===== src/rtl/otg_a_pkg.sv =====
package otg_a_pkg;

    typedef enum logic [2:0] {
        PH_IDLE   = 3'd0,
        PH_RAMP   = 3'd1,
        PH_LISTEN = 3'd2,
        PH_BRST   = 3'd3,
        PH_LINKED = 3'd4
    } phase_e;

    typedef enum logic [1:0] {
        SPD_NONE = 2'd0,
        SPD_FULL = 2'd1,
        SPD_LOW  = 2'd2
    } speed_e;

    localparam logic [1:0] LVL_END   = 2'd0;
    localparam logic [1:0] LVL_SVLD  = 2'd2;
    localparam logic [1:0] LVL_BVLD  = 2'd3;

    localparam int EVT_CONN   = 0;
    localparam int EVT_BABBLE = 1;
    localparam int EVT_N      = 2;

    function automatic logic power_proven(phase_e ph);
        return (ph == PH_LISTEN) || (ph == PH_BRST) || (ph == PH_LINKED);
    endfunction

    function automatic logic below_valid(logic [1:0] lvl);
        return lvl < LVL_SVLD;
    endfunction

endpackage


===== src/rtl/otg_a_timer.sv =====
module otg_a_timer #(
    parameter int RST_CYCLES = 8
) (
    input  logic clk,
    input  logic rst,
    input  logic load,
    input  logic run,
    output logic done
);
    localparam int CW = $clog2(RST_CYCLES + 1);
    localparam logic [CW-1:0] LOAD_VAL = CW'(RST_CYCLES - 1);

    logic [CW-1:0] cnt;

    always_ff @(posedge clk) begin
        if (rst) begin
            cnt <= '0;
        end else if (load) begin
            cnt <= LOAD_VAL;
        end else if (run && cnt != '0) begin
            cnt <= cnt - 1'b1;
        end
    end

    assign done = (cnt == '0);
endmodule


===== src/rtl/otg_a_sticky.sv =====
module otg_a_sticky #(
    parameter int N = 2
) (
    input  logic         clk,
    input  logic         rst,
    input  logic [N-1:0] set,
    input  logic         ack,
    output logic [N-1:0] pend
);
    for (genvar g = 0; g < N; g++) begin : g_bit
        always_ff @(posedge clk) begin
            if (rst) begin
                pend[g] <= 1'b0;
            end else if (set[g]) begin
                pend[g] <= 1'b1;
            end else if (ack) begin
                pend[g] <= 1'b0;
            end
        end
    end
endmodule


===== src/rtl/otg_a_ctrl.sv =====
module otg_a_ctrl
    import otg_a_pkg::*;
#(
    parameter int RST_CYCLES = 8
) (
    input  logic       clk,
    input  logic       rst,
    input  logic       id_pin,
    input  logic       sess_start,
    input  logic       sess_stop,
    input  logic [1:0] vbus_lvl,
    input  logic       attach,
    input  logic       attach_ls,
    input  logic       babble,
    output phase_e     phase,
    output speed_e     speed,
    output logic       conn_pulse,
    output logic       babble_pulse,
    output logic       lock
);
    phase_e phase_d;
    logic   proven, sag, bab_hit, ending, take_attach, tmr_done;

    always_comb begin
        proven      = power_proven(phase);
        sag         = proven && below_valid(vbus_lvl);
        bab_hit     = proven && babble;
        ending      = (phase != PH_IDLE) && (sess_stop || bab_hit || sag);
        take_attach = (phase == PH_LISTEN) && attach && !ending;
    end

    otg_a_timer #(.RST_CYCLES(RST_CYCLES)) u_timer (
        .clk  (clk),
        .rst  (rst),
        .load (take_attach),
        .run  (phase == PH_BRST),
        .done (tmr_done)
    );

    always_comb begin
        phase_d = phase;
        if (ending) begin
            phase_d = PH_IDLE;
        end else begin
            unique case (phase)
                PH_IDLE:   if (sess_start && !id_pin && !lock) phase_d = PH_RAMP;
                PH_RAMP:   if (vbus_lvl == LVL_BVLD) phase_d = PH_LISTEN;
                PH_LISTEN: if (attach) phase_d = PH_BRST;
                PH_BRST:   if (tmr_done) phase_d = PH_LINKED;
                PH_LINKED: phase_d = PH_LINKED;
                default:   phase_d = PH_IDLE;
            endcase
        end
    end

    always_ff @(posedge clk) begin
        if (rst) begin
            phase        <= PH_IDLE;
            speed        <= SPD_NONE;
            conn_pulse   <= 1'b0;
            babble_pulse <= 1'b0;
            lock         <= 1'b0;
        end else begin
            phase        <= phase_d;
            conn_pulse   <= take_attach;
            babble_pulse <= bab_hit && !sess_stop;
            if (ending) begin
                speed <= SPD_NONE;
            end else if (take_attach) begin
                speed <= attach_ls ? SPD_LOW : SPD_FULL;
            end
            if (ending && sag) begin
                lock <= 1'b1;
            end else if (vbus_lvl == LVL_END) begin
                lock <= 1'b0;
            end
        end
    end
endmodule


===== src/rtl/otg_a_session.sv =====
module otg_a_session
    import otg_a_pkg::*;
#(
    parameter int RST_CYCLES = 8
) (
    input  logic       clk,
    input  logic       rst,
    input  logic       id_pin,
    input  logic       sess_start,
    input  logic       sess_stop,
    input  logic [1:0] vbus_lvl,
    input  logic       attach,
    input  logic       attach_ls,
    input  logic       babble,
    input  logic       irq_ack,
    output logic       vbus_drv,
    output logic       host_mode,
    output logic       bus_rst,
    output logic       fs_dev,
    output logic       ls_dev,
    output logic       conn_irq,
    output logic       babble_irq,
    output logic       conn_pend,
    output logic       babble_pend,
    output logic       relock
);
    phase_e           phase;
    speed_e           speed;
    logic [EVT_N-1:0] evt, pend;

    otg_a_ctrl #(.RST_CYCLES(RST_CYCLES)) u_ctrl (
        .clk          (clk),
        .rst          (rst),
        .id_pin       (id_pin),
        .sess_start   (sess_start),
        .sess_stop    (sess_stop),
        .vbus_lvl     (vbus_lvl),
        .attach       (attach),
        .attach_ls    (attach_ls),
        .babble       (babble),
        .phase        (phase),
        .speed        (speed),
        .conn_pulse   (evt[EVT_CONN]),
        .babble_pulse (evt[EVT_BABBLE]),
        .lock         (relock)
    );

    otg_a_sticky #(.N(EVT_N)) u_sticky (
        .clk  (clk),
        .rst  (rst),
        .set  (evt),
        .ack  (irq_ack),
        .pend (pend)
    );

    assign vbus_drv    = (phase != PH_IDLE);
    assign host_mode   = (phase != PH_IDLE);
    assign bus_rst     = (phase == PH_BRST);
    assign fs_dev      = (speed == SPD_FULL);
    assign ls_dev      = (speed == SPD_LOW);
    assign conn_irq    = evt[EVT_CONN];
    assign babble_irq  = evt[EVT_BABBLE];
    assign conn_pend   = pend[EVT_CONN];
    assign babble_pend = pend[EVT_BABBLE];
endmodule


===== config.mk =====
export PLATFORM = sky130hd
export DESIGN_NAME = otg_a_session
export DESIGN_NICKNAME = d
export VERILOG_FILES = /design/src/rtl/otg_a_pkg.sv /design/src/rtl/otg_a_timer.sv /design/src/rtl/otg_a_sticky.sv /design/src/rtl/otg_a_ctrl.sv /design/src/rtl/otg_a_session.sv
export SDC_FILE = /design/constraint.sdc
export NUM_CORES = 1
export LEC_CHECK = 0
export BUFFER_PORTS_ARGS = -buffer_cell sky130_fd_sc_hd__buf_2
export CELL_PAD_IN_SITES_DETAIL_PLACEMENT = 1
export CELL_PAD_IN_SITES_GLOBAL_PLACEMENT = 2
export CORE_MARGIN = 2
export CORE_UTILIZATION = 26
export CTS_CLUSTER_DIAMETER = 200
export DETAILED_ROUTE_END_ITERATION = 8
export HOLD_SLACK_MARGIN = 0.12
export PLACE_DENSITY = 0.83
export SLEW_MARGIN = 10
export SYNTH_ARGS = -nofsm -noshare
export SYNTH_HDL_FRONTEND = slang
export SYNTH_HIERARCHICAL = 1
export SYNTH_SLANG_ARGS = --single-unit

===== constraint.sdc =====
create_clock -name clk -period 1.75 [get_ports clk]
set_input_delay 0.175 -clock clk [delete_from_list [all_inputs] [get_ports clk]]
set_output_delay 0.175 -clock clk [all_outputs]
set_load 0.05 [all_outputs]

==> results of run 1 <==
[routing by layer]
| metal | GRT usage, % | share of wire (%) |
|---|---|---|
| met1 | 15.74 | 48 |
| met2 | 20.45 | 47 |
| met3 | 4.082 | 4.1 |
| met4 | 3.654 | 0.88 |
| met5 | 0 | 0 |
[stage by stage]
step | hold WS [ps] | power, W
6_report | 135.2 | 0.0006119
5_1_grt | 127.3 | 0.0006456
4_1_cts | 127.3 | 0.0006224
3_5_place_dp | 385.6 | 0.0004392
3_3_place_gp | 377.7 | 0.0004369
2_1_floorplan | 244.1 | 0.0004069
[final cells by class]
type	instances	area, sq um	area share (%)
clock buffer	3	22.52	2.423
sequential	14	280.3	30.15
tap	31	38.79	4.172
multi-input combinational	60	417.9	44.95
timing repair buffer	25	140.1	15.07
inverter	8	30.03	3.230
[layout by cell type (no fill, tap or decap), drive strengths merged, types with 2 or more instances in the layout]
master,instances
nor2,7
inv,8
nor3,2
nand4b,2
mux2i,2
a21oi,7
a31oi,2
nand2b,4
or3,4
dfxtp,14
nand2,7
clkbuf,3
o21ai,4
nor2b,2
buf,24
[cell families (layout without fill, tap and decap cells)]
| kind of cell | after synthesis | after routing | synth area share [%] |
|---|---|---|---|
| fa+ha+maj | 1 | 1 | 1.689 |
| simple gates | 37 | 37 | 33.79 |
| mux | 2 | 2 | 2.703 |
| compound gates | 20 | 20 | 18.24 |
| buf+inv | 10 | 36 | 5.743 |
| flops | 14 | 14 | 37.84 |
[worst max path at each step]
stage | from | endpoint | slack (ps) | cells past startpoint
6_report | u_ctrl/phase[0] | u_ctrl/u_timer/cnt[3] | 140 | 5
3_3_place_gp | u_ctrl/phase[0] | u_ctrl/u_timer/cnt[3] | 210 | 5
5_1_grt | u_ctrl/phase[0] | u_ctrl/u_timer/cnt[3] | 20 | 5
2_1_floorplan | u_ctrl/phase[1] | u_ctrl/u_timer/cnt[3] | 90 | 6
3_5_place_dp | u_ctrl/phase[0] | u_ctrl/u_timer/cnt[3] | 160 | 5
4_1_cts | u_ctrl/phase[0] | u_ctrl/u_timer/cnt[3] | 130 | 5
[registers in the layout (all words and copies together) (netlist names)]
| signal | count |
|---|---|
| u_ctrl/conn_pulse | 1 |
| u_sticky/pend | 2 |
| u_ctrl/u_timer/cnt | 4 |
| u_ctrl/babble_pulse | 1 |
| u_ctrl/speed | 2 |
| u_ctrl/lock | 1 |
| u_ctrl/phase | 3 |
[synthesized netlist by cell type (all sizes together) (2+ instances only)]
library cell / instances
nand2: 7
mux2i: 2
or3: 4
nand2b: 4
nor2b: 2
nand4b: 2
a31oi: 2
dfxtp: 14
nor2: 7
a21oi: 7
buf: 2
nor3: 2
inv: 8
o21ai: 4
[power breakdown]
part           leakage, nW  switching [W]  total (W)  internal, W
registers            0.113     0.00000709   0.000330     0.000323
logic                0.260      0.0000661   0.000104    0.0000379
clock network       0.0138      0.0000982   0.000178    0.0000798
total                0.387       0.000171   0.000612     0.000440
[critical path, stage by stage (launching register included)]
cell	delay (ps)
dfxtp_1	490
inv_1	120
nor2_1	150
or4b_4	490
o211ai_2	160
o31ai_2	80
==> reports/metrics.cfg, run 1 <==
[timing]
fmax_ghz=0.6198
final_hold_viol_count=0
worst_slew_pin_slew_ps=393.1
setup_viol=0
period_needed_ps=1613
timing.final.crit_share_pct=92.20
finalWorstSetupSlack_ps=136.6
slew_headroom_pct=73.77
fin_skew_ps=3.708
rsz0062_at_grt=false
setup_tns_ps=0
drv_slew=0

[synthesis]
seq_area_frac_synth_pct=37.84
yosys-top-cells-area=dfxtp_1, a21oi_1, inv_1, nand2_1, nor2_1
yosys.area.top_type_share_pct=37.84
synth_cells=84
syn-cell-area_sq_um=740.7
syn_nets=96
synth-async-reset-ratio_pct=0
synth_edf_count=0
yosys_warnings=6
yosysTopAreaCell=dfxtp_1
ys_ff_latch=14
synth.distinct_cells=34
syn_avg_cell_area_sq_um=8.818
synth_ff_type=dfxtp_1

[setup_path]
crit_fanout=9
critPathArrivalTime_ps=1770
worstReg2RegEnd=u_ctrl/u_timer/cnt[3]
worstPathRequired_ps=1910
r2r_slack_ps=140
crit_path_end_kind=register
r2r_start=u_ctrl/phase[0]
crit_path_start_kind=register
crit_type=reg2reg
ff2ff_path_depth=5

[cells_and_area]
drive_gt1_share_pct=33.64
n_antenna_cell=0
fin_area_sq_um=929.6
areaGrowthSynthToFinish_pct=25.51
fillers=336
layout.nets=124
fin_util_pct=34.00
layout.cells.non_filler=141

[die]
ioPinCount=21
coreArea_sq_um=2734
num_rows=19
die_h_um=57.38
start_util_pct=27.09
die-area_sq_um=3292
fp.dieW_um=57.38

[clocking]
clock_sinks=14
cts_tree=yes
postCtsSetupRepairBufs=0
ctsResizeCount=0
ctsRootBufferMaster=clkbuf_4
hold_buffers=1
cts.clk_slew.worst_paths_ps=80
htree_levels=1
worst_skew_pair.late_latency_ps=280
cts_buffers=3
clk_path_buf_depth=2

[power_and_ir_drop]
power.density_nw_per_um2=658.2
p_leak_nw=0.3869
irDropWorstVdd_v=0.0004030

[placement]
hpwl_mm=1.503
globalplace.congestion=0.7542
dp.cells=137
pre_cts_ws_ps=156.4
dpl_cell_area_sq_um=897.1
io_buffer_count=20

[grt]
gr-total-overflow=0
grt_pass1_wl_mm=3.167
grt_use_total_pct=12.53
antenna_found_initial=0
grt_max_degree=12
first_global_vias=696

[min_path]
holdPathEnd=u_ctrl/babble_pulse
min-delay-start=babble
whs_path_depth=3
min_path_type=in2reg

[routing]
wirelength_mm=1.921
vias=688
dr.pass1.iters=4
routedWlPerCell_um=13.62
ant_nets=0
drc=0
drt-initial-drc-count=16
viasPerCell=4.879

[flow_run]
maxCapViolations=0

[status]
status=finished, final reports clean

Note: power is estimated with default switching activity, not from simulation.
==> run 2: changes to the inputs <==
Settings changed: CORE_UTILIZATION 26 to 28, PLACE_DENSITY 0.83 to 0.84.
Clock period 1.75 ns to 1.5 ns, I/O delays scaled along.
==> reports/metrics.cfg, run 2 (synthesis results as in run 1) <==
[setup_path]
slowest_stage=or3_4  ; was dfxtp_1
crit_type=reg2out  ; was reg2reg
crit_path_start_kind=register  ; unchanged
crit_path_end_kind=output pin  ; was register
r2r_start=u_ctrl/phase[0]  ; unchanged
critPathArrivalTime_ps=1310  ; was 1770 ps
worstPathCellList=buf_6, or3_4, buf_8  ; was inv_1, nor2_1, or4b_4, o211ai_2, o31ai_2
crit_fanout=8  ; was 9
critPathBufInv=2  ; was 1
worstReg2RegEnd=u_ctrl/speed[1]  ; was u_ctrl/u_timer/cnt[3]
r2r_slack_ps=50  ; was 140 ps
worstPathRequired_ps=1350  ; was 1910 ps
max_stage_delay_ps=410  ; was 490 ps
crit_family=simple AND/OR/NAND/NOR gates  ; unchanged
ff2ff_path_depth=5  ; unchanged

[power_and_ir_drop]
p_int_w=0.0005420  ; was 0.0004405 W
irDropWorstVdd_v=0.0004160  ; was 0.0004030 V
p_leak_nw=0.4333  ; was 0.3869 nW
switching_share_pct=28.89  ; was 28.01%
power_frac_clock_pct=28.8  ; was 29.1%
p_switching_w=0.0002202  ; was 0.0001714 W
power.density_nw_per_um2=727.0  ; was 658.2 nW/um^2
power_frac_comb_pct=20.9  ; was 17.0%
pwr-share-seq_pct=50.3  ; was 53.9%

[die]
num_rows=18  ; was 19
start_util_pct=29.63  ; was 27.09%
fp.dieW_um=55.44  ; was 57.38 um
die_h_um=55.44  ; was 57.38 um
die-area_sq_um=3073  ; was 3292 sq um
coreArea_sq_um=2500  ; was 2734 sq um
ioPinCount=21  ; unchanged

[cells_and_area]
layout.cells.non_filler=148  ; was 141
largest_reg_flops=4  ; unchanged
areaGrowthSynthToFinish_pct=41.55  ; was 25.51%
layout.nets=132  ; was 124
final_common_cell=buf_2  ; unchanged
final_cell_mix=buf_2, dfxtp_1, buf_4, inv_1  ; was buf_2, dfxtp_1, inv_1
regMostFlops=u_ctrl/u_timer/cnt  ; unchanged
fillers=298  ; was 336
drive_gt1_share_pct=41.53  ; was 33.64%
n_antenna_cell=0  ; unchanged
fin_util_pct=41.94  ; was 34.00%
biggestRegsByFlops=u_ctrl/u_timer/cnt (4), u_ctrl/phase (3)  ; unchanged

[clocking]
cts.clk_slew.worst_paths_ps=80  ; about the same
cts_tree=yes  ; unchanged
ctsRootBufferMaster=clkbuf_4  ; unchanged
clock_sinks=14  ; unchanged
cts_buffers=3  ; unchanged
worst_skew_pair.late_latency_ps=280  ; about the same
htree_levels=1  ; unchanged
clk_path_buf_depth=2  ; unchanged

[routing]
ant_nets=0  ; unchanged
viasPerCell=5.020  ; was 4.879
wirelength_mm=1.967  ; was 1.921 mm
drt-initial-drc-count=9  ; was 16
drc=0  ; unchanged
routedWlPerCell_um=13.29  ; was 13.62 um
vias=743  ; was 688
dr.pass1.iters=4  ; unchanged

[timing]
timing.final.crit_share_pct=97.11
period_needed_ps=1457
setup_tns_ps=0  ; unchanged
rsz0062_at_grt=true  ; was false
final_hold_viol_count=0  ; unchanged
fmax_ghz=0.6865
fin_skew_ps=6.777  ; was 3.708 ps
worst_slew_pin_slew_ps=396.3  ; was 393.1 ps
drv_slew=0  ; unchanged
slew_headroom_pct=73.58  ; was 73.77%
setup_viol=0  ; unchanged

[grt]
antenna_found_initial=0  ; unchanged
grt_max_degree=12  ; unchanged
first_global_vias=764  ; was 696
gr-total-overflow=0  ; unchanged
grt_pass1_wl_mm=3.374  ; was 3.167 mm
grt_use_total_pct=13.83  ; was 12.53%

[min_path]
whs_path_depth=3  ; unchanged
min_path_type=in2reg  ; unchanged
holdPathEnd=u_sticky/pend[0]  ; was u_ctrl/babble_pulse
min-delay-start=irq_ack  ; was babble

[flow_run]
maxCapViolations=0  ; unchanged

[status]
status=finished, final reports clean  ; unchanged

[placement]
globalplace.congestion=0.7618  ; was 0.7542
dp.cells=139  ; was 137
hpwl_mm=1.520  ; was 1.503 mm
io_buffer_count=20  ; unchanged

[run 2: through the flow]
step                      hold WS [ps]  instance area [sq um]  setup WS [ps]  power (W)
after floorplan                  219.1                  760.7          11.11  0.0004800
after global placement           349.4                  932.1          84.29  0.0005208
after detailed placement         364.3                  932.1          51.18  0.0005240
after CTS                        131.7                   1003          5.915  0.0007682
after global routing             142.9                   1049         -7.513  0.0007959
final                            140.0                   1049          43.28  0.0007622
[run 2: layout make-up]
class	count	area, sq um	area share [%]
Inverter	8	30.03	2.864
Tap cell	30	37.54	3.580
Sequential cell	14	286.5	27.33
Clock buffer	3	22.52	2.148
Multi-Input combinational cell	60	439.2	41.89
Timing Repair Buffer	33	232.7	22.20
[run 2: tightest hold or removal path, stage by stage]
cell,delay [ps]
buf_2,80
nand2b_1,90
a21oi_1,50
[run 2: worst max path at each step]
| stage | startpoint | end | slack [ps] | cells after the start |
|---|---|---|---|---|
| 2_1_floorplan | u_ctrl/phase[1] | u_ctrl/u_timer/cnt[3] | 10 | 6 |
| 3_5_place_dp | u_ctrl/phase[0] | u_ctrl/u_timer/cnt[1] | 50 | 5 |
| 3_3_place_gp | u_ctrl/phase[0] | u_ctrl/u_timer/cnt[1] | 80 | 5 |
| 4_1_cts | u_ctrl/phase[2] | vbus_drv | 6 | 3 |
| 5_1_grt | u_ctrl/phase[0] | u_ctrl/speed[1] | -8 | 5 |
| 6_report | u_ctrl/phase[2] | host_mode | 40 | 3 |
[run 2: power groups by stage]
stage               combinational (W)  sequential [W]  clock (W)
global placement             0.000130        0.000391          0
finish                       0.000159        0.000384   0.000219
detailed placement           0.000132        0.000392          0
global route                 0.000171        0.000385   0.000240
floorplan                   0.0000843        0.000396          0
CTS                          0.000155        0.000386   0.000227
[run 2: what timing repair did]
action	4_1_cts	5_1_grt
resized for setup	8	6
setup endpoints to repair	2	9
hold buffers	3	0
buffers inserted	0	4
hold endpoints to repair	5	0
pin swaps	1	2
[run 2: layer usage]
metal / vias up / global-route usage (%) / share of wire, %
met1: 351 / 16.83 / 46
met3: 4 / 2.342 / 3.2
met5: - / 0 / 0
met2: 23 / 23.13 / 49
met4: 0 / 7.317 / 1.8
li1: 365 / - / -
